### config.mk
export PLATFORM = sky130hd
export DESIGN_NAME = uart_brk_guard
export DESIGN_NICKNAME = d
export VERILOG_FILES = /design/src/rtl/brk_pkg.sv /design/src/rtl/brk_frame_len.sv /design/src/rtl/brk_detect.sv /design/src/rtl/brk_flag_reg.sv /design/src/rtl/brk_fifo_gate.sv /design/src/rtl/uart_brk_guard.sv
export SDC_FILE = /design/constraint.sdc
export NUM_CORES = 1
export LEC_CHECK = 0
export ABC_AREA = 0
export BUFFER_PORTS_ARGS = -buffer_cell sky130_fd_sc_hd__buf_2
export CAP_MARGIN = 20
export CORE_MARGIN = 5
export CORE_UTILIZATION = 44
export CTS_BUF_LIST = sky130_fd_sc_hd__clkbuf_8 sky130_fd_sc_hd__clkbuf_16
export DETAILED_ROUTE_END_ITERATION = 16
export HOLD_SLACK_MARGIN = 0.1
export MAX_ROUTING_LAYER = met4
export PLACE_DENSITY = 0.66
export SLEW_MARGIN = 20
export SYNTH_ARGS = -nofsm -noshare
export SYNTH_HDL_FRONTEND = slang
export SYNTH_SLANG_ARGS = --single-unit
### constraint.sdc
create_clock -name clk -period 3.5 [get_ports clk]
set_clock_uncertainty 0.15 [all_clocks]
set_input_delay 0.525 -clock clk [delete_from_list [all_inputs] [get_ports clk]]
set_output_delay 0.525 -clock clk [all_outputs]
set_load 0.05 [all_outputs]
### src/rtl/brk_pkg.sv
package brk_pkg;
  typedef enum logic [1:0] {
    DET_IDLE  = 2'd0,
    DET_TIME  = 2'd1,
    DET_BREAK = 2'd2
  } det_st_e;

  localparam int MIN_DBITS = 5;
  localparam int MAX_BITS  = 1 + MIN_DBITS + 3 + 1 + 2;
endpackage

### src/rtl/brk_frame_len.sv
module brk_frame_len
  import brk_pkg::*;
#(
  parameter int OS_RATE = 16,
  parameter int CNT_W   = 8
) (
  input  logic             clk,
  input  logic             rst,
  input  logic [1:0]       dbits_sel,
  input  logic             par_en,
  input  logic             stop2,
  output logic [CNT_W-1:0] frame_ticks
);
  localparam int BASE_BITS = 1 + MIN_DBITS + 1;

  logic [CNT_W-1:0] bits_c;

  always_comb begin
    bits_c = CNT_W'(BASE_BITS) + CNT_W'(dbits_sel) + CNT_W'(par_en) + CNT_W'(stop2);
  end

  always_ff @(posedge clk) begin
    if (rst) frame_ticks <= CNT_W'(BASE_BITS * OS_RATE);
    else     frame_ticks <= CNT_W'(bits_c * CNT_W'(OS_RATE));
  end
endmodule

### src/rtl/brk_detect.sv
module brk_detect
  import brk_pkg::*;
#(
  parameter int CNT_W = 8
) (
  input  logic             clk,
  input  logic             rst,
  input  logic             os_tick,
  input  logic             rxd_s,
  input  logic             frm_done,
  input  logic             frm_err,
  input  logic [CNT_W-1:0] frame_ticks,
  output logic             brk_set,
  output logic             in_break
);
  det_st_e          state_q;
  logic [CNT_W-1:0] cnt_q;
  logic             hi_q;
  logic             last_low;

  always_comb begin
    last_low = os_tick && !rxd_s && (cnt_q == (frame_ticks - CNT_W'(1)));
    brk_set  = (state_q == DET_TIME) && last_low;
    in_break = (state_q == DET_BREAK);
  end

  always_ff @(posedge clk) begin
    if (rst) begin
      state_q <= DET_IDLE;
      cnt_q   <= '0;
      hi_q    <= 1'b0;
    end else begin
      case (state_q)
        DET_IDLE: begin
          hi_q <= 1'b0;
          if (frm_done && frm_err) begin
            state_q <= DET_TIME;
            cnt_q   <= '0;
          end
        end
        DET_TIME: begin
          if (os_tick) begin
            if (rxd_s)         state_q <= DET_IDLE;
            else if (last_low) state_q <= DET_BREAK;
            else               cnt_q   <= cnt_q + CNT_W'(1);
          end
        end
        DET_BREAK: begin
          if (os_tick) begin
            if (rxd_s) begin
              if (hi_q) state_q <= DET_IDLE;
              hi_q <= 1'b1;
            end else begin
              hi_q <= 1'b0;
            end
          end
        end
        default: state_q <= DET_IDLE;
      endcase
    end
  end


  break_entry_chk: assert property (@(posedge clk) disable iff (rst)
    (state_q == DET_BREAK && $past(state_q) != DET_BREAK) |-> $past(state_q == DET_TIME));

  abort_on_mark_chk: assert property (@(posedge clk) disable iff (rst)
    (state_q == DET_TIME && os_tick && rxd_s) |=> state_q == DET_IDLE);

  mark_filter_chk: assert property (@(posedge clk) disable iff (rst)
    (state_q == DET_BREAK && os_tick && !hi_q) |=> state_q == DET_BREAK);
endmodule

### src/rtl/brk_flag_reg.sv
module brk_flag_reg (
  input  logic clk,
  input  logic rst,
  input  logic brk_set,
  input  logic sw_rd,
  input  logic sw_wr,
  input  logic sw_wdata,
  output logic brk_flag,
  output logic sw_rdata
);
  logic rd_seen_q;
  logic clr_ok;

  always_comb begin
    clr_ok = sw_wr && !sw_wdata && rd_seen_q && brk_flag;
  end

  always_ff @(posedge clk) begin
    if (rst) begin
      brk_flag  <= 1'b0;
      rd_seen_q <= 1'b0;
      sw_rdata  <= 1'b0;
    end else begin
      if (brk_set)     brk_flag <= 1'b1;
      else if (clr_ok) brk_flag <= 1'b0;

      if (clr_ok)                 rd_seen_q <= 1'b0;
      else if (sw_rd && brk_flag) rd_seen_q <= 1'b1;

      if (sw_rd) sw_rdata <= brk_flag;
    end
  end


  flag_reset_chk: assert property (@(posedge clk) rst |=> !brk_flag && !sw_rdata);

  set_wins_chk: assert property (@(posedge clk) disable iff (rst)
    brk_set |=> brk_flag);

  clear_cause_chk: assert property (@(posedge clk) disable iff (rst)
    $fell(brk_flag) |-> $past(sw_wr && !sw_wdata));

  rise_cause_chk: assert property (@(posedge clk) disable iff (rst)
    $rose(brk_flag) |-> $past(brk_set));
endmodule

### src/rtl/brk_fifo_gate.sv
module brk_fifo_gate #(
  parameter int DATA_W = 8
) (
  input  logic              clk,
  input  logic              rst,
  input  logic              frm_done,
  input  logic [DATA_W-1:0] rx_byte,
  input  logic              in_break,
  output logic              fifo_wr,
  output logic [DATA_W-1:0] fifo_data
);
  logic drop_c;

  always_comb begin
    drop_c = in_break && (rx_byte == '0);
  end

  always_ff @(posedge clk) begin
    if (rst) begin
      fifo_wr   <= 1'b0;
      fifo_data <= '0;
    end else begin
      fifo_wr <= frm_done && !drop_c;
      if (frm_done) fifo_data <= rx_byte;
    end
  end


  zero_drop_chk: assert property (@(posedge clk) disable iff (rst)
    (frm_done && in_break && rx_byte == '0) |=> !fifo_wr);

  pass_thru_chk: assert property (@(posedge clk) disable iff (rst)
    (frm_done && !in_break) |=> fifo_wr && fifo_data == $past(rx_byte));
endmodule

### src/rtl/uart_brk_guard.sv
module uart_brk_guard
  import brk_pkg::*;
#(
  parameter int DATA_W  = 8,
  parameter int OS_RATE = 16
) (
  input  logic              clk,
  input  logic              rst,
  input  logic              os_tick,
  input  logic              rxd_s,
  input  logic              frm_done,
  input  logic              frm_err,
  input  logic [DATA_W-1:0] rx_byte,
  input  logic [1:0]        dbits_sel,
  input  logic              par_en,
  input  logic              stop2,
  input  logic              sw_rd,
  input  logic              sw_wr,
  input  logic              sw_wdata,
  output logic              fifo_wr,
  output logic [DATA_W-1:0] fifo_data,
  output logic              brk_flag,
  output logic              sw_rdata
);
  localparam int CNT_W = $clog2(OS_RATE * MAX_BITS + 1);

  logic [CNT_W-1:0] frame_ticks;
  logic             brk_set;
  logic             in_break;

  brk_frame_len #(.OS_RATE(OS_RATE), .CNT_W(CNT_W)) u_len (
    .clk(clk), .rst(rst), .dbits_sel(dbits_sel), .par_en(par_en),
    .stop2(stop2), .frame_ticks(frame_ticks)
  );

  brk_detect #(.CNT_W(CNT_W)) u_det (
    .clk(clk), .rst(rst), .os_tick(os_tick), .rxd_s(rxd_s),
    .frm_done(frm_done), .frm_err(frm_err), .frame_ticks(frame_ticks),
    .brk_set(brk_set), .in_break(in_break)
  );

  brk_flag_reg u_flag (
    .clk(clk), .rst(rst), .brk_set(brk_set), .sw_rd(sw_rd), .sw_wr(sw_wr),
    .sw_wdata(sw_wdata), .brk_flag(brk_flag), .sw_rdata(sw_rdata)
  );

  brk_fifo_gate #(.DATA_W(DATA_W)) u_gate (
    .clk(clk), .rst(rst), .frm_done(frm_done), .rx_byte(rx_byte),
    .in_break(in_break), .fifo_wr(fifo_wr), .fifo_data(fifo_data)
  );
endmodule

After elaboration in Yosys (flattened, before gate mapping)
Index checks and enable logic that the tools add are counted.
{"block": "word_totals", "output_inout_bits": 11, "in_bits": 21, "wordCells": 66, "regBits": 31}
{"block": "op_classes", "addsub": 5, "muxes": 18, "n_reduce_logical": 22, "n_eq_ne": 11}
{"operator": "two-way mux 8 bit", "n": 4}
{"operator": "case mux 8 bit (2 select lines)", "n": 1}
{"operator": "two-way mux 2 bit", "n": 7}
{"operator": "!= test 2 bit, second input constant", "n": 6}
{"operator": "logical AND 1 bit", "n": 10}
{"operator": "adder 4 x 1 -> 4 bit", "n": 2}
{"operator": "adder 8 x 1 -> 8 bit, second input constant", "n": 1}
{"operator": "== test 8 bit", "n": 1}
{"operator": "logical NOT 8 bit", "n": 1}
{"operator": "subtractor 8 x 1 -> 8 bit, second input constant", "n": 1}
{"operator": "case mux 2 bit (3 select lines)", "n": 1}
{"operator": "AND reduction 6 bit", "n": 1}
{"operator": "nonzero test 2 bit", "n": 3}
{"operator": "AND reduction 5 bit", "n": 1}
{"operator": "adder 3 x 2 -> 4 bit, first input constant", "n": 1}
{"operator": "two-way mux 1 bit", "n": 4}
{"operator": "logical NOT 1 bit", "n": 3}
{"operator": "!= test 3 x 2 -> 1 bit, second input constant", "n": 1}
{"operator": "== test 2 x 1 -> 1 bit, second input constant", "n": 1}
{"operator": "== test 2 bit, second input constant", "n": 1}
{"operator": "logical NOT 2 bit", "n": 1}
{"operator": "!= test 2 x 1 -> 1 bit, second input constant", "n": 1}
{"operator": "case mux 1 bit (2 select lines)", "n": 1}
{"operator": "AND reduction 2 bit", "n": 1}
{"operator": "OR reduction 2 bit", "n": 1}

Depth between registers and ports, before layout
{"block": "depth", "ltp_word": 7, "ltp_mapped": 8, "depth_no_buf": 8}

Modules after synthesis
A second synthesis with hierarchy kept.
{"block": "hier_totals", "cells_unflattened": 177, "area_unflattened_um2": 1575.3}
{"mod": "brk_detect", "seq_area_each_um2": 220.2, "n_inst": 1, "area_per_inst_um2": 862.1, "cells_each": 108}
{"mod": "brk_fifo_gate", "seq_area_each_um2": 180.2, "n_inst": 1, "area_per_inst_um2": 349.1, "cells_each": 32}
{"mod": "brk_frame_len", "seq_area_each_um2": 80.1, "n_inst": 1, "area_per_inst_um2": 239.0, "cells_each": 25}
{"mod": "brk_flag_reg", "seq_area_each_um2": 60.1, "n_inst": 1, "area_per_inst_um2": 125.1, "cells_each": 12}

Least setup slack after synthesis
OpenSTA, ideal clock, no wires.
{"block": "synth_timing", "path_kind": "flip-flop to flip-flop", "from": "register u_len.frame_ticks[4]", "to": "register u_det.cnt_q[6]", "setup_slack_ps": 1546, "required_time_ps": 3280, "n_path_buf": 0, "arrival_ps": 1733, "synth_period_minus_slack_ps": 1954, "path_stages_with_launch": 8, "setup_time_ps": 70, "cell_sequence": "dfxtp_1 > inv_1 > ha_1 > xnor3_1 > nand3_2 > nor3_2 > or4b_1 > a21oi_1"}
{"block": "synth_between", "elab_chain_cells": 5}
{"element": "start: declaration", "line": "brk_frame_len.sv:12", "text": "output logic [CNT_W-1:0] frame_ticks"}
{"element": "start signal: assignment", "line": "brk_frame_len.sv:23", "text": "if (rst) frame_ticks <= CNT_W'(BASE_BITS * OS_RATE);"}
{"element": "start signal: assignment", "line": "brk_frame_len.sv:24", "text": "else frame_ticks <= CNT_W'(bits_c * CNT_W'(OS_RATE));"}
{"element": "subtractor 8 x 1 -> 8 bit", "line": "brk_detect.sv:22", "text": "last_low = os_tick && !rxd_s && (cnt_q == (frame_ticks - CNT_W'(1)));"}
{"element": "== test 8 bit", "line": "brk_detect.sv:22"}
{"element": "logical AND 1 bit", "line": "brk_detect.sv:22"}
{"element": "!= test 2 bit (no source line)"}
{"element": "AND reduction 5 bit (no source line)"}
{"element": "end signal: assignment", "line": "brk_detect.sv:45", "text": "else cnt_q <= cnt_q + CNT_W'(1);"}
{"element": "end: declaration", "line": "brk_detect.sv:17", "text": "logic [CNT_W-1:0] cnt_q;"}
No other way between the ends.
A chain may end at the register's enable or synchronous reset.

Worst setup path in the final report
{"block": "layout_timing", "from": "register u_len.frame_ticks[4]", "to": "register u_det.state_q[1]"}
{"block": "layout_between", "elab_chain_cells": 5}
{"element": "subtractor 8 x 1 -> 8 bit", "line": "brk_detect.sv:22"}
{"element": "== test 8 bit", "line": "brk_detect.sv:22"}
{"element": "logical AND 1 bit", "line": "brk_detect.sv:22"}
{"element": "!= test 3 x 2 -> 1 bit (no source line)"}
{"element": "AND reduction 6 bit (no source line)"}
{"element": "end signal: assignment", "line": "brk_detect.sv:29", "text": "state_q <= DET_IDLE;"}
{"element": "end signal: assignment", "line": "brk_detect.sv:37", "text": "state_q <= DET_TIME;"}
{"element": "end signal: assignment", "line": "brk_detect.sv:43", "text": "if (rxd_s) state_q <= DET_IDLE;"}
{"element": "end: declaration", "line": "brk_detect.sv:16", "text": "det_st_e state_q;"}
No other way between the ends.

==> flow_metrics.env <==
export IMPL_hpwl_mm=2.21
export IMPL_clockRootBuffer="clkbuf_8"
export IMPL_hold_class="flop to flop"
export IMPL_fp_row_count=20
export IMPL_crit_path_top_delay_cell="dfxtp_1"
export IMPL_cp_max_fo=4
export IMPL_ys_flop_type="dfxtp_1"
export IMPL_io_buffers=31
export IMPL_cts_sinks=27
export IMPL_status="complete, no violations"
export IMPL_n_antenna_cell=0
export IMPL_grt_usage_pct=14.7
export IMPL_cts_hold_buf=0
export IMPL_final_hold_violation_count=0
export IMPL_synth_area_mm2=0.00134
export IMPL_rrSetupSlack_ns=1.37
export IMPL_grt_busiest_layer="met2"
export IMPL_start_util_pct=44.8
export IMPL_p_int_mw=0.433
export IMPL_ys_top_cells_by_area="dfxtp_1 (40%), mux2i_1 (6.0%), a21oi_1 (4.8%)"
export IMPL_die_width_um=65.3
export IMPL_placedCellCount=214
export IMPL_area_growth_pct=16.6
export IMPL_die_area_mm2=0.00426
export IMPL_setup_violations=0
export IMPL_post_place_ws_ns=1.29
export IMPL_stdcell_count=218
export IMPL_clock_path_buffers=2
export IMPL_holdWs_ns=0.321
export IMPL_grtUsageMet1_pct=17.0
export IMPL_critical_path_buf_inv_count=1
export IMPL_cts_reportedPaths_clkPinSlew_ns=0.09
export IMPL_synth_common_cells="dfxtp_1 (27), nand2_1 (15), nor2_1 (15)"
export IMPL_worst_setup_path_type="flop to flop"
export IMPL_ir_worst_vdd_uv=198
export IMPL_wire_per_inst_um=12.9
export IMPL_syn_inst=155
export IMPL_yosys_warnings=0
export IMPL_cts_tree="yes"
export IMPL_synth_top_area_cell="dfxtp_1"
export IMPL_io_pins=32
export IMPL_slowest_delay_ns=0.39
export IMPL_cts_max_level=1
export IMPL_drtIter0Drc=78
export IMPL_max_cap_violations=0
export IMPL_grt_pass1_vias=1183
export IMPL_slew_headroom_pct=64.4
export IMPL_endpoint_kind="flop"
export IMPL_crit_required_ns=3.52
export IMPL_drt_antenna_violating_nets=0
export IMPL_final_setup_worst_slack_ns=1.37
export IMPL_use_met2_pct=25.7
export IMPL_reg_top3="u_det.cnt_q (8), u_gate.fifo_data (8), u_len.frame_ticks (4)"
export IMPL_p_per_area_mw_per_mm2=379
export IMPL_antenna_found_initial=0
export IMPL_core_area_mm2=0.00300
export IMPL_power_leakage_nw=0.692
export IMPL_pwr_share_comb_pct=16.3
export IMPL_start_kind="flop"
export IMPL_route_vias_total=1193
export IMPL_rsz0062_at_grt="no"
export IMPL_overflow=0
export IMPL_yosysTopAreaCellShare_pct=40.2
export IMPL_fin_crit_sh_pct=60.7
export IMPL_die_h_um=65.3
export IMPL_cp_cell_sequence="inv_1 > ha_1 > xnor3_1 > nand3_2 > nor3_1 > nand2_1 > a221oi_1"
export IMPL_worst_pin_slew_ns=0.535
export IMPL_power_frac_seq_pct=55.2
export IMPL_routed_wl_mm=2.82
export IMPL_arrival_ns=2.15
export IMPL_swShare_pct=27.1
export IMPL_synth_seq_cells=27
export IMPL_setup_tns_ns=0
export IMPL_synth_seq_area_share_pct=40.2
export IMPL_vias_per_cell=5.47
export IMPL_gp_congestion=0.784
export IMPL_synth_nets=182
export IMPL_synth_edff_count=0
export IMPL_crit_family="simple AND/OR/NAND/NOR gates"
export IMPL_cts_repair_resized=0
export IMPL_drive_gt1_share_pct=21.1
export IMPL_yosysMostFrequentCell="dfxtp_1"
export IMPL_grt_max_degree=28
export IMPL_use_met3_pct=2.91
export IMPL_first_pass_iters=4
export IMPL_synthArstFlopShare_pct=0
export IMPL_drv_slew=0
export IMPL_nets=213
export IMPL_grt_pass1_wl_mm=4.89
export IMPL_drc=0
export IMPL_cts_made_buffers=3
export IMPL_p_switching_mw=0.161
export IMPL_clock_latency_ns=0.27
export IMPL_fmax_ghz=0.471
export IMPL_power_mw=0.594
export IMPL_cts_setup_buffers=0
export IMPL_pwr_share_clk_pct=28.5
export IMPL_synth_cell_types=38
export IMPL_synth_area_per_cell_um2=8.67
export IMPL_finalWorstPathRequiredPeriod_ns=2.13
## power by group through the flow
stage | clock network (mW) | registers, mW | logic (mW)
floorplan | 0 | 0.353 | 0.0489
global placement | 0 | 0.335 | 0.0936
detailed placement | 0 | 0.335 | 0.0981
CTS | 0.178 | 0.328 | 0.0981
global route | 0.192 | 0.330 | 0.107
finish | 0.169 | 0.328 | 0.0966
## metrics by stage
stage | area (um2) | utilization [%]
floorplan | 1340 | -
global placement | 1520 | 50.7
detailed placement | 1520 | 50.7
CTS | 1570 | 52.2
global route | 1570 | 52.2
finish | 1570 | 52.2
## worst register-to-register path: cells and delay by family (launching register included)
kind / cells / cell delay, ns
compound gates: 1 / 0.31
flops: 1 / 0.39
fa+ha+maj: 1 / 0.21
simple gates: 3 / 0.59
xor+xnor: 1 / 0.31
buf+inv: 1 / 0.08
## worst paths after layout
check                       start          endpoint  cells after the start
min               u_flag.sw_rdata   u_flag.sw_rdata                      2
min reg2reg       u_flag.sw_rdata   u_flag.sw_rdata                      2
max reg2reg  u_len.frame_ticks[4]  u_det.state_q[1]                      7
max          u_len.frame_ticks[4]  u_det.state_q[1]                      7
## cell type report
class,instances,area (um2)
fill,301,1440
multi-input combinational,114,751
sequential,27,541
timing repair buffer,31,155
clock buffer,3,41.3
tap,33,41.3
inverter,9,33.8
clock inverter,1,3.75
## kinds of logic after synthesis
group,share of synthesized area (%)
mux,5.96
fa+ha+maj,6.15
xor+xnor,4.94
buf+inv,3.91
compound gates,14.0
flops,40.2
simple gates,24.9
## layout by cell type, fill, tap and decap left out, drive strengths merged, types with 2 or more instances in the layout
cell / instances
clkbuf: 3
nor2: 15
nor4: 3
nand2b: 4
ha: 5
nor3: 5
inv: 10
xor2: 2
nand3b: 2
o21ai: 6
nand3: 5
or4: 2
mux2i: 8
a21oi: 13
nand2: 15
a22oi: 2
nor2b: 5
buf: 31
a31oi: 2
and3: 2
or4b: 2
dfxtp: 27
xnor2: 3
## layer usage
metal / vias up / wire (um)
li1: 605 / -
met5: - / 0
met3: 2 / 122
met4: 0 / 15
met2: 30 / 1410
met1: 556 / 1270
Power figures use the tool's default switching activity.
